### config.mk
export PLATFORM = sky130hd
export DESIGN_NAME = exc_return_unit
export DESIGN_NICKNAME = d
export VERILOG_FILES = /design/src/rtl/exc_ret_pkg.sv /design/src/rtl/exc_ret_ctrl.sv /design/src/rtl/exc_ret_datapath.sv /design/src/rtl/exc_return_unit.sv
export SDC_FILE = /design/constraint.sdc
export NUM_CORES = 1
export LEC_CHECK = 0
export ABC_AREA = 0
export BUFFER_PORTS_ARGS = -buffer_cell sky130_fd_sc_hd__buf_4
export CAP_MARGIN = 25
export CORE_MARGIN = 5
export CORE_UTILIZATION = 40
export DETAILED_ROUTE_END_ITERATION = 16
export GPL_TIMING_DRIVEN = 0
export HOLD_SLACK_MARGIN = 0.1
export PLACE_DENSITY = 0.73
export SLEW_MARGIN = 20
export SYNTH_ARGS = -nofsm -noshare
export SYNTH_HDL_FRONTEND = slang
export SYNTH_HIERARCHICAL = 1
export SYNTH_SLANG_ARGS = --single-unit
export TNS_END_PERCENT = 20
### constraint.sdc
create_clock -name clk -period 0.8 [get_ports clk]
set_input_delay 0.08 -clock clk [delete_from_list [all_inputs] [get_ports clk]]
set_output_delay 0.08 -clock clk [all_outputs]
set_load 0.1 [all_outputs]
### src/rtl/exc_ret_pkg.sv
package exc_ret_pkg;
  typedef enum logic [1:0] {
    CMD_IDLE    = 2'd0,
    CMD_RET_EXC = 2'd1,
    CMD_RET_NMI = 2'd2,
    CMD_RSVD    = 2'd3
  } retCmdE;

  typedef struct packed {
    logic load;
    logic forceP;
    logic forceM;
  } retStrobeS;
endpackage

### src/rtl/exc_ret_ctrl.sv
module exc_ret_ctrl
  import exc_ret_pkg::*;
#(
  parameter int WIDTH = 32,
  parameter int R_BIT = 8
) (
  input  logic             clk,
  input  logic             rstN,
  input  logic [1:0]       cmd,
  input  logic [WIDTH-1:0] statusIn,
  output retStrobeS        strobe
);
  retCmdE cmdE;

  always_comb begin
    cmdE = retCmdE'(cmd);
    strobe = '0;
    if (cmdE == CMD_RET_EXC || cmdE == CMD_RET_NMI) begin
      strobe.load   = 1'b1;
      strobe.forceP = ~statusIn[R_BIT];
      strobe.forceM = (cmdE == CMD_RET_NMI);
    end
  end

  // the mask strobe only accompanies a load
  a_r5_mask_needs_load: assert property (@(posedge clk) disable iff (!rstN)
    strobe.forceM |-> strobe.load);
  // idle and reserved codes raise no strobe
  a_r2_no_strobe_idle: assert property (@(posedge clk) disable iff (!rstN)
    (cmd == 2'd0 || cmd == 2'd3) |-> (strobe == '0));
endmodule

### src/rtl/exc_ret_datapath.sv
module exc_ret_datapath
  import exc_ret_pkg::*;
#(
  parameter int WIDTH      = 32,
  parameter int SHIFT_AMT  = 10,
  parameter int KEEP_BITS  = 2,
  parameter int CLEAR_BITS = 2,
  parameter int U_BIT      = 6,
  parameter int P_BIT      = 7,
  parameter int R_BIT      = 8,
  parameter int M_BIT      = 9
) (
  input  logic             clk,
  input  logic             rstN,
  input  retStrobeS        strobe,
  input  logic [WIDTH-1:0] statusIn,
  input  logic [WIDTH-1:0] spIn,
  input  logic [WIDTH-1:0] userSpIn,
  output logic [WIDTH-1:0] statusOut,
  output logic [WIDTH-1:0] spOut,
  output logic [WIDTH-1:0] kspOut
);
  localparam int BODY_MSB = WIDTH - KEEP_BITS - CLEAR_BITS - 1;
  localparam int LOW_MSB  = BODY_MSB - SHIFT_AMT;

  logic [WIDTH-1:0] shifted;
  logic [WIDTH-1:0] flagMask;
  logic [WIDTH-1:0] newStatus;
  logic             userMode;

  always_comb begin
    shifted = '0;
    shifted[WIDTH-1 -: KEEP_BITS] = statusIn[WIDTH-1 -: KEEP_BITS];
    shifted[LOW_MSB:0] = statusIn[BODY_MSB:SHIFT_AMT];
    flagMask = '0;
    flagMask[P_BIT] = strobe.forceP;
    flagMask[M_BIT] = strobe.forceM;
    newStatus = shifted | flagMask;
    userMode = shifted[U_BIT];
  end

  always_ff @(posedge clk or negedge rstN) begin
    if (!rstN) begin
      statusOut <= '0;
      spOut     <= '0;
      kspOut    <= '0;
    end else if (strobe.load) begin
      statusOut <= newStatus;
      if (userMode) begin
        kspOut <= spIn;
        spOut  <= userSpIn;
      end else begin
        spOut  <= spIn;
      end
    end
  end

  // nothing moves without a command
  a_r9_hold_idle: assert property (@(posedge clk) disable iff (!rstN)
    !strobe.load |=> ($stable(statusOut) && $stable(spOut) && $stable(kspOut)));
  // top bits kept, cleared field zero
  a_r3_top_kept: assert property (@(posedge clk) disable iff (!rstN)
    strobe.load |=> (statusOut[WIDTH-1 -: KEEP_BITS] == $past(statusIn[WIDTH-1 -: KEEP_BITS])
                     && statusOut[BODY_MSB+CLEAR_BITS -: CLEAR_BITS] == '0));
  // pending flag follows the pre-shift return-enable flag
  a_r4_pending_set: assert property (@(posedge clk) disable iff (!rstN)
    (strobe.load && !statusIn[R_BIT]) |=> statusOut[P_BIT]);
  // NMI return sets the mask flag
  a_r5_mask_set: assert property (@(posedge clk) disable iff (!rstN)
    strobe.forceM |=> statusOut[M_BIT]);
  // user-mode swap
  a_r7_swap: assert property (@(posedge clk) disable iff (!rstN)
    (strobe.load && statusIn[U_BIT+SHIFT_AMT]) |=>
      (spOut == $past(userSpIn) && kspOut == $past(spIn)));
  // no swap keeps the kernel copy
  a_r8_no_swap: assert property (@(posedge clk) disable iff (!rstN)
    (strobe.load && !statusIn[U_BIT+SHIFT_AMT]) |=>
      (spOut == $past(spIn) && $stable(kspOut)));
endmodule

### src/rtl/exc_return_unit.sv
module exc_return_unit
  import exc_ret_pkg::*;
#(
  parameter int WIDTH      = 32,
  parameter int SHIFT_AMT  = 10,
  parameter int KEEP_BITS  = 2,
  parameter int CLEAR_BITS = 2,
  parameter int U_BIT      = 6,
  parameter int P_BIT      = 7,
  parameter int R_BIT      = 8,
  parameter int M_BIT      = 9
) (
  input  logic             clk,
  input  logic             rstN,
  input  logic [1:0]       cmd,
  input  logic [WIDTH-1:0] statusIn,
  input  logic [WIDTH-1:0] spIn,
  input  logic [WIDTH-1:0] userSpIn,
  output logic [WIDTH-1:0] statusOut,
  output logic [WIDTH-1:0] spOut,
  output logic [WIDTH-1:0] kspOut
);
  retStrobeS strobe;

  exc_ret_ctrl #(.WIDTH(WIDTH), .R_BIT(R_BIT)) i_ctrl (
    .clk(clk), .rstN(rstN), .cmd(cmd), .statusIn(statusIn), .strobe(strobe)
  );

  exc_ret_datapath #(
    .WIDTH(WIDTH), .SHIFT_AMT(SHIFT_AMT), .KEEP_BITS(KEEP_BITS),
    .CLEAR_BITS(CLEAR_BITS), .U_BIT(U_BIT), .P_BIT(P_BIT),
    .R_BIT(R_BIT), .M_BIT(M_BIT)
  ) i_dp (
    .clk(clk), .rstN(rstN), .strobe(strobe), .statusIn(statusIn),
    .spIn(spIn), .userSpIn(userSpIn), .statusOut(statusOut),
    .spOut(spOut), .kspOut(kspOut)
  );
endmodule

==> results.json <==
{
  "cp-start-kind": "flip-flop",
  "hold_path.class": "in2async",
  "syn_inst": 272,
  "via_count": 3262,
  "cts_sinks": 84,
  "arrival_ns": 1.01,
  "overflow": 0,
  "worst_slack_ns": -0.2910,
  "row_count": 34,
  "core_sq_mm": 0.008806,
  "fin_setup_tns_ns": -25.19,
  "path_class": "reg2out",
  "p_leak_nw": 3.493,
  "wl_per_cell_um": 20.19,
  "holdWs_ns": -0.2831,
  "port_buffers": 171,
  "cts.clk_slew.worst_paths_ns": 0.09,
  "ant_nets": 0,
  "fillCellCount": 423,
  "placed_cell_area_sq_mm": 0.005285,
  "cp_max_fo": 2,
  "clock_path_buffers": 2,
  "grt_max_degree": 44,
  "ys.flop_type": "dfrtp_1",
  "grt_pass1_vias": 3609,
  "grtUsageTotal_pct": 21.48,
  "dp_hpwl_um": 7421,
  "syn_area_per_cell_sq_um": 13.40,
  "critPathMaxStageDelay_ns": 0.50,
  "nets": 658,
  "status": "complete, but fails checks",
  "clock.fmax_mhz": 916.6,
  "path_buf_inv": 1,
  "min_period_ns": 1.091,
  "tightest_slew_ns": 0.5581,
  "fin_crit_sh_pct": 136.4,
  "h-tree-depth": 3,
  "finClkSkew_ns": 0,
  "finalInstanceArea_sq_mm": 0.007467,
  "drt_wl_total_um": 13550,
  "yosysWarnings": 6,
  "total_power_w": 0.02099,
  "yosys.area.top_type": "dfrtp_1",
  "start_util_pct": 41.40,
  "io_pins": 196,
  "violations": "hold timing, setup timing",
  "setup-violations-final": 155,
  "grt_pass1_wl_um": 18950,
  "synth.most_common_cell": "dfrtp_1",
  "place_congestion": 0.7318,
  "synth_edf_count": 0,
  "cts_root_buf": "clkbuf_8",
  "endpoint_kind": "primary output",
  "layout-drive-gt1-share_pct": 65.30,
  "dieArea_sq_mm": 0.01112,
  "avgViaCountPerCell": 4.861,
  "synth.area.top_cells": "dfrtp_1 58%, mux2_4 12%, mux2i_1 8.8%",
  "insertion_delay_ns": 0.33,
  "ir_drop_mv": 1.813,
  "syn_to_final_growth_pct": 104.8,
  "worst_path_max_delay_cell": "dfrtp_4",
  "crit_family": "flip-flops",
  "place_ws_ns": -0.6104,
  "cts_hold_buf": 84,
  "dieWidth_um": 105.5,
  "synth_top_area_share_pct": 57.65,
  "drv_slew": 0,
  "final_hold_viol_count": 42,
  "syn-cell-area_sq_mm": 0.003646,
  "required_ns": 0.72,
  "numCtsBuffers": 9,
  "ys_top_cells_by_count": "84 x dfrtp_1, 37 x nor2_1, 34 x a21oi_1",
  "seq_area_frac_synth_pct": 57.65,
  "ys_ff_latch": 84,
  "cts_tree": "yes",
  "async_flop_share_pct": 100.0,
  "rsz0062_at_grt": "true",
  "drv_cap": 0,
  "drc": 0,
  "drtIter0Drc": 88,
  "antenna_found_initial": 0,
  "fp.dieH_um": 105.5,
  "power_density_mw_per_mm2": 2811,
  "drt_pass1_iterations": 4,
  "crit_chain": "buf_12",
  "synth_cell_type_count": 15,
  "slew_headroom_pct": 62.79
}
-- through the flow --
step,util (%),std cells,hold slack (ns)
after detailed placement,60.02,563,0.1128
final,84.80,671,-0.2831
after global routing,84.77,670,-0.2496
after CTS,79.20,668,-0.2725
after global placement,59.79,562,0.3126
after floorplan,-,283,-0.2156
-- logic make-up after synthesis --
group | count (synthesis) | synth area share (%)
buffers and inverters | 32 | 6.074
adder cells (fa/ha/maj) | 1 | 0.3431
other | 1 | 0.1029
multiplexers | 81 | 26.90
AND/OR/NAND/NOR | 38 | 4.118
AO/OA/AOI/OAI | 35 | 4.804
flip-flops | 84 | 57.65
-- layer usage --
metal | vias to the layer above | GRT usage, % | routed length, um
met1 | 1605 | 24.17 | 5002
met4 | 0 | 8.435 | 369
li1 | 1479 | - | -
met3 | 32 | 6.479 | 963
met2 | 146 | 38.07 | 7210
met5 | - | 0 | 0
-- cells in the final DEF, fill, tap and decap left out, types with 11 or more instances in the layout --
cell,count
conb_1,12
dfrtp_2,82
buf_12,70
mux2i_1,30
mux2_2,11
buf_6,27
dlygate4sd3_1,82
mux2_4,38
nor2_1,34
a21oi_1,30
buf_4,107
-- state kept, by name, indices dropped and copies added (netlist names) --
signal	flops
i_dp/kspOut	32
i_dp/spOut	32
i_dp/statusOut	20
-- repair_timing --
| item | 4_1_cts | 5_1_grt |
|---|---|---|
| pin swaps | 1 | 3 |
| gates resized for setup | 150 | 115 |
| buffers inserted | 5 | 2 |
| endpoints found under the setup margin | 168 | 166 |
| hold endpoints to repair | 125 | 42 |
-- power by group --
group | switching (W) | internal (W) | total [W]
combinational | 0.00726 | 0.00420 | 0.0115
sequential | 0.000813 | 0.00514 | 0.00595
clock | 0.00151 | 0.00208 | 0.00359
-- area by class of cell --
type	count	area, sq um	share of cell area [%]
Inverter	3	18.77	0.2513
Clock buffer	12	135.1	1.810
Antenna cell	1	2.502	0.03351
Timing Repair Buffer	263	3093	41.42
Tap cell	108	135.1	1.810
Multi-Input combinational cell	167	1459	19.54
Buffer	29	314.1	4.206
Clock inverter	4	97.59	1.307
Sequential cell	84	2212	29.62
-- path summary, 6_finish.rpt --
path	start	cells after the start	endpoint	slack, ns
max in group asynchronous	rstN	2	i_dp/spOut[28]$_DFFE_PN0P_	0.43
hold reg to reg	i_dp/kspOut[22]$_DFFE_PN0P_	1	i_dp/kspOut[22]$_DFFE_PN0P_	0.54
min in group clk	cmd[1]	4	i_dp/statusOut[9]$_DFFE_PN0P_	0.15
setup / recovery	i_dp/kspOut[1]$_DFFE_PN0P_	1	kspOut[1]	-0.29
setup reg to reg	i_dp/kspOut[16]$_DFFE_PN0P_	2	i_dp/kspOut[16]$_DFFE_PN0P_	-0.14
hold / removal	rstN	1	i_dp/kspOut[8]$_DFFE_PN0P_	-0.28
Note: power is estimated with default switching activity, not from simulation.
